$ cat config.mk
export PLATFORM = sky130hd
export DESIGN_NAME = perfEventCounter
export DESIGN_NICKNAME = d
export VERILOG_FILES = /design/src/rtl/perfcnt_pkg.sv /design/src/rtl/perfcnt_ctrl.sv /design/src/rtl/perfcnt_dp.sv /design/src/rtl/perfEventCounter.sv
export SDC_FILE = /design/constraint.sdc
export NUM_CORES = 1
export LEC_CHECK = 0
export BUFFER_PORTS_ARGS = -buffer_cell sky130_fd_sc_hd__clkbuf_2
export CORE_UTILIZATION = 25
export CTS_CLUSTER_DIAMETER = 200
export DETAILED_ROUTE_END_ITERATION = 12
export PLACE_DENSITY = 0.57
export SKIP_LAST_GASP = 1
export SYNTH_ARGS = -nofsm -noshare
export SYNTH_HDL_FRONTEND = slang
export SYNTH_SLANG_ARGS = --single-unit
$ cat constraint.sdc
create_clock -name clk -period 2.26 [get_ports clk]
set_input_delay 0.113 -clock clk [delete_from_list [all_inputs] [get_ports clk]]
set_output_delay 0.113 -clock clk [all_outputs]
set_load 0.1 [all_outputs]
$ cat src/rtl/perfcnt_pkg.sv
package perfcnt_pkg;
  localparam int INC_W   = 3;
  localparam int INC_MAX = 4;

  typedef struct packed {
    logic             load;
    logic             add;
    logic [INC_W-1:0] step;
  } ctlStrobes_t;
endpackage

$ cat src/rtl/perfcnt_ctrl.sv
module perfcnt_ctrl
  import perfcnt_pkg::*;
(
  input  logic             wrEn,
  input  logic             wrUser,
  input  logic [INC_W-1:0] evtInc,
  input  logic             ovFlag,
  input  logic             globalEn,
  input  logic             counterEn,
  input  logic             extIntEn,
  output ctlStrobes_t      strobes,
  output logic             irq
);
  localparam logic [INC_W-1:0] STEP_CAP = INC_W'(INC_MAX);

  logic [INC_W-1:0] clampedStep;
  logic             userWriteSeen;

  always_comb begin
    clampedStep = (evtInc > STEP_CAP) ? STEP_CAP : evtInc;
  end

  // The user alias never loads: its strobe is observed only to show it is dropped.
  assign userWriteSeen = wrUser & ~wrEn;

  always_comb begin
    strobes      = '0;
    strobes.load = wrEn;
    strobes.add  = ~wrEn & ((clampedStep != '0) | userWriteSeen);
    strobes.step = wrEn ? '0 : clampedStep;
  end

  assign irq = ovFlag & globalEn & counterEn & extIntEn;
endmodule

$ cat src/rtl/perfcnt_dp.sv
module perfcnt_dp
  import perfcnt_pkg::*;
#(
  parameter int CNT_W = 32
) (
  input  logic             clk,
  input  logic             rstN,
  input  ctlStrobes_t      strobes,
  input  logic [CNT_W-1:0] wrData,
  output logic [CNT_W-1:0] cntValue,
  output logic             ovFlag
);
  localparam int TOP = CNT_W - 1;

  logic [CNT_W-1:0] cntReg;
  logic [CNT_W-1:0] sumNext;

  assign sumNext = cntReg + CNT_W'(strobes.step);

  always_ff @(posedge clk or negedge rstN) begin
    if (!rstN) begin
      cntReg <= '0;
    end else if (strobes.load) begin
      cntReg <= wrData;
    end else if (strobes.add) begin
      cntReg <= sumNext;
    end
  end

  assign cntValue = cntReg;
  assign ovFlag   = cntReg[TOP];
endmodule

$ cat src/rtl/perfEventCounter.sv
module perfEventCounter
  import perfcnt_pkg::*;
#(
  parameter int CNT_W = 32
) (
  input  logic             clk,
  input  logic             rstN,
  input  logic [INC_W-1:0] evtInc,
  input  logic             wrEn,
  input  logic             wrUser,
  input  logic [CNT_W-1:0] wrData,
  input  logic             globalEn,
  input  logic             counterEn,
  input  logic             extIntEn,
  output logic [CNT_W-1:0] rdData,
  output logic [CNT_W-1:0] rdUserData,
  output logic             irq
);
  ctlStrobes_t      strobes;
  logic [CNT_W-1:0] cntValue;
  logic             ovFlag;

  perfcnt_ctrl u_ctrl (
    .wrEn      (wrEn),
    .wrUser    (wrUser),
    .evtInc    (evtInc),
    .ovFlag    (ovFlag),
    .globalEn  (globalEn),
    .counterEn (counterEn),
    .extIntEn  (extIntEn),
    .strobes   (strobes),
    .irq       (irq)
  );

  perfcnt_dp #(.CNT_W(CNT_W)) u_dp (
    .clk      (clk),
    .rstN     (rstN),
    .strobes  (strobes),
    .wrData   (wrData),
    .cntValue (cntValue),
    .ovFlag   (ovFlag)
  );

  assign rdData     = cntValue;
  assign rdUserData = cntValue;
endmodule

After elaboration in Yosys (flattened, before gate mapping)
Cells that the tools add are included.
W data, S select, Z words.
Storage, ports and cells
  flip-flop bits (word level): 32
  latch bits: 0
  RAM bits: 0
  bits in read-only memories: 0
  bits of input ports: 42
  output and inout port bits: 65
  logic and storage cells: 16
  memories kept: 0
Operators by class
  $add $sub $neg: 1
  multipliers: 0
  divide/modulo/power cells: 0
  order comparisons: 1
  equality and inequality tests: 0
  shift operators: 0
  muxes and demuxes: 4
  bitwise logic cells: 7
  reductions and logical operators: 2
Operators with widths (count)
  $mux W32: 2
  $add A32 B3 Y32: 1
  $mux W3: 2
  $and A1 B1 Y1: 5
  $gt A3 B3 Y1 const B: 1
  $reduce_bool A3 Y1: 1
  $reduce_bool A2 Y1: 1
  $not A1 Y1: 1
  $or A1 B1 Y1: 1

Depth between registers and ports, before layout
  depth after elaboration: 7
  depth in mapped cells: 11
  gate-level depth less buffers: 9

Hierarchy
A second synthesis with hierarchy kept.
Unflattened totals
  cells, all modules: 288
  area total of the unflattened synthesis: 2397.3 sq um
Modules (own cells, without submodules)
  perfcnt_dp: instances 1, cells each 249, area each 2109.5 sq um, sequential area each 800.8 sq um
  perfEventCounter: instances 1, cells each 32, area each 240.2 sq um, sequential area each 0.0 sq um
  perfcnt_ctrl: instances 1, cells each 7, area each 47.5 sq um, sequential area each 0.0 sq um

Least setup slack after synthesis
OpenSTA, ideal clock, no wires.
  kind: flip-flop to flip-flop
  start point: register u_dp.cntReg[0] (netlist: u_dp.cntValue[0])
  end point: register u_dp.cntReg[18] (netlist: u_dp.cntValue[18])
  setup time: 0.140 ns
  data arrival time: 2.533 ns
  data required time: 2.120 ns
  setup slack: -0.412 ns
  cell stages (with the launch flop): 8
  buffers on the path: 0
  clock period less this slack: 2.672 ns
  cells stage by stage: dfrtp_1 ha_1 fa_1 a21oi_2 nor3_4 and3_1 a311oi_1 a221oi_2
Between the ends
  word-level cells in the longest chain between the ends: 3
RTL lines
  start: declaration: line perfcnt_dp.sv:15  | logic [CNT_W-1:0] cntReg;
  start signal: assignment: line perfcnt_dp.sv:24  | cntReg <= wrData;
  start signal: assignment: line perfcnt_dp.sv:26  | cntReg <= sumNext;
  $add A32 B3 Y32: line perfcnt_dp.sv:18  | assign sumNext = cntReg + CNT_W'(strobes.step);
  $mux W32: line perfcnt_dp.sv:25  | end else if (strobes.add) begin
  $mux W32: line perfcnt_dp.sv:23  | end else if (strobes.load) begin
No other way between the ends. The select of a mux whose other input is x is not followed.
A chain may end at the register's enable or synchronous reset.

Worst setup path after layout
Ends and elaborated chain as after synthesis.

==> reports/metrics.cfg <==
[outcome]
status=finished, final reports clean

[global_routing]
grt_pass1_vias=2103
antenna_found_initial=0
grt_overflow_total=0
grt_usage_pct=14.1
grt_pass1_wl_um=10800
grt_max_degree=62

[routing]
drc=0
wl_per_cell_um=14.6
ant_nets=0
vias=2219
viasPerCell=4.86
wirelength_um=6670
dr.pass1.iters=4
drtIter0Drc=150

[final_layout]
drive_above_1_share_pct=47.1
antenna_cells=0
syn_to_final_growth_pct=24.0
fin_util_pct=31.9
largest_reg_flops=32
final_common_cell=clkbuf_2
finalNetCount=391
n_fill_cell=986
final_cell_mix=clkbuf_2 (106), nand2_1 (34), dfrtp_2 (22)

[setup_path]
required_ns=2.40
cp.depth=7
cpMaxStageDelayCell=dfrtp_4
cp_top_family=compound AO/OA/AOI/OAI gates
critPathMaxStageDelay_ns=0.49
rrSetupSlack_ns=0.12
crit-reg2reg-launch=u_dp.cntValue[0]$_DFFE_PN0P_
crit_type=flip-flop to flip-flop
path_max_fanout=8
crit_path_end_kind=flip-flop
critPathCapture=u_dp.cntValue[18]$_DFFE_PN0P_
cp_num_buf_inv=0
path_cells=ha_2 -> fa_2 -> a21oi_4 -> nor3_4 -> and3_1 -> a311oi_2 -> a221oi_2
crit_arrival_ns=2.28
r2r-end=u_dp.cntValue[18]$_DFFE_PN0P_
setup.worst_path.start_class=flip-flop
startpoint=u_dp.cntValue[0]$_DFFE_PN0P_
rr_worst_depth=7

[clock_network]
clk_latency_ns=0.29
clock-root-buffer=clkbuf_8
postCtsSetupRepairBufs=0
cts_sinks=32
cts-resized-gates=0
h-tree-depth=2
cts_tree=built
clkSlewWorstSetupHoldPaths_ns=0.07
cts_buffers=5
cts_max_path_buffers=2

[power_and_ir_drop]
power_leakage_nw=1.35
powerDensity_mw_per_mm2=864
p_sw_mw=1.44
p_int_mw=1.09
p_seq_share_pct=30.0
total_power_mw=2.54
p_comb_share_pct=51.8
irDropWorstVdd_mv=0.275
clockPowerShare_pct=18.2
swShare_pct=56.9

[floorplan]
dieArea_sq_mm=0.00987
die_x_um=99.3
rows=35
die_h_um=99.3
initial_utilization_pct=25.8
core_sq_mm=0.00920
ios=107

[min_path]
hp-class=primary input to flip-flop
worstHoldPathCells=3

[synthesis]
synth_top_area_share_pct=33.8
synth-xor-area-share_pct=6.66
synth_area_leader_cell=dfrtp_1
synth_edf_count=0
yosysUniqueCellTypes=53
yosys.area_share.simple_pct=26.9
synth_ff_type=dfrtp_1
syn_inst=269
netlist_top_cells_area=dfrtp_1 (34%), buf_4 (10%), nand2_1 (5.4%)
synth_top_family_by_area=simple AND/OR/NAND/NOR gates
synth-compound-area-share_pct=13.3
synth.mux.area_fraction_pct=3.17
yosys.area_share.adder_pct=2.43
yosysSeqAreaShare_pct=33.8
avgSynthCellArea_sq_um=8.80
ys_ff_latch=32
synth.net_count=315
async_flop_share_pct=100
netlist_area_sq_mm=0.00237
yosysWarningCount=0

[sta]
slew_headroom_pct=44.0
setup_viol=0
tns_ns=0
period_minus_slack_ns=2.14
slew_viol_final=0
fmax_mhz=468
tightestPinTransition_ns=0.841
finalClockSkew_ns=0.00217
finalHoldViolCount=0
timing.final.crit_share_pct=94.5
rsz0062_at_grt=no

[placement]
gp_congestion=0.796
io_buffers=106
place.detailed.hpwl_um=5090

[flow_run]
maxCapViolations=0

[how the worst min path moves through the flow]
stage / from / end / slack [ns]
after global placement: rstN / u_dp.cntValue[2]$_DFFE_PN0P_ / 0.26
after global routing: wrData[26] / u_dp.cntValue[26]$_DFFE_PN0P_ / 0.04
final: wrData[26] / u_dp.cntValue[26]$_DFFE_PN0P_ / 0.03
after detailed placement: rstN / u_dp.cntValue[2]$_DFFE_PN0P_ / 0.27
after floorplan: rstN / u_dp.cntValue[10]$_DFFE_PN0P_ / -0.18
after CTS: wrData[26] / u_dp.cntValue[26]$_DFFE_PN0P_ / 0.03
[timing repair]
action / 4_1_cts / 5_1_grt
hold endpoints to repair: 32 / 0
setup endpoints to repair: 0 / 1
hold buffers: 1 / 0
[metal layers]
| metal | share of wire [%] | up-vias | routed length, um | GRT usage, % |
|---|---|---|---|---|
| li1 | - | 1088 | - | - |
| met1 | 48 | 1031 | 3200 | 19.8 |
| met2 | 45 | 95 | 2980 | 21.7 |
| met3 | 6.3 | 5 | 417 | 3.37 |
| met4 | 0.97 | 0 | 65 | 3.51 |
| met5 | 0 | - | 0 | 0 |
[Yosys cell counts, types with 2 or more instances]
cell,number
a31oi_1,2
nor3_4,2
a21oi_1,5
nor4b_1,2
dfrtp_1,32
nand4_1,9
clkbuf_1,6
o21ai_0,21
nor2b_1,2
buf_2,3
nand2_1,34
ha_1,3
and4_1,2
xnor2_1,7
a22oi_1,2
inv_1,5
mux2i_1,3
a41oi_1,2
nor3_1,4
mux2_2,4
o21ai_1,4
nand4_4,2
xor2_1,11
buf_1,2
nor2_1,13
o2bb2ai_1,2
buf_4,33
and2_1,3
nor4_1,6
and3_1,4
nand3_1,15
nand4_2,3
[area by class of cell]
cell class,count,area [sq um],share of cell area (%)
multi-input combinational,186,1260,42.9
sequential,32,832,28.3
timing repair buffer,114,593,20.2
tap,111,139,4.73
clock buffer,8,90.1,3.07
inverter,6,22.5,0.767
[stage by stage]
stage / hold WS [ns] / area [sq um] / cells / setup slack [ns]
6_report: 0.0287 / 2940 / 457 / 0.124
5_1_grt: 0.0351 / 2940 / 457 / 0.0175
4_1_cts: 0.0262 / 2940 / 457 / 0.107
3_5_place_dp: 0.274 / 2840 / 448 / 0.113
3_3_place_gp: 0.260 / 2840 / 448 / 0.163
2_1_floorplan: -0.183 / 2420 / 269 / 0.00979
[tightest hold or removal path, cell delays in order]
cell	delay (ns)
clkbuf_2	0.07
nand2_1	0.04
o21ai_0	0.05
[cell families after synthesis]
kind of cell | after synthesis
muxes | 7
xor gates and xnor gates | 18
and+or+nand+nor | 109
AOI/OAI and AO/OA | 48
adders and majority gates | 4
buffers and inverters | 51
DFF | 32
[power by group through the flow]
stage	clock network (mW)	logic (mW)	registers (mW)
2_1_floorplan	0	0.761	1.18
3_3_place_gp	0	1.31	0.768
3_5_place_dp	0	1.32	0.774
4_1_cts	0.482	1.32	0.763
5_1_grt	0.513	1.36	0.778
6_report	0.461	1.31	0.761
Power figures use the tool's default switching activity.
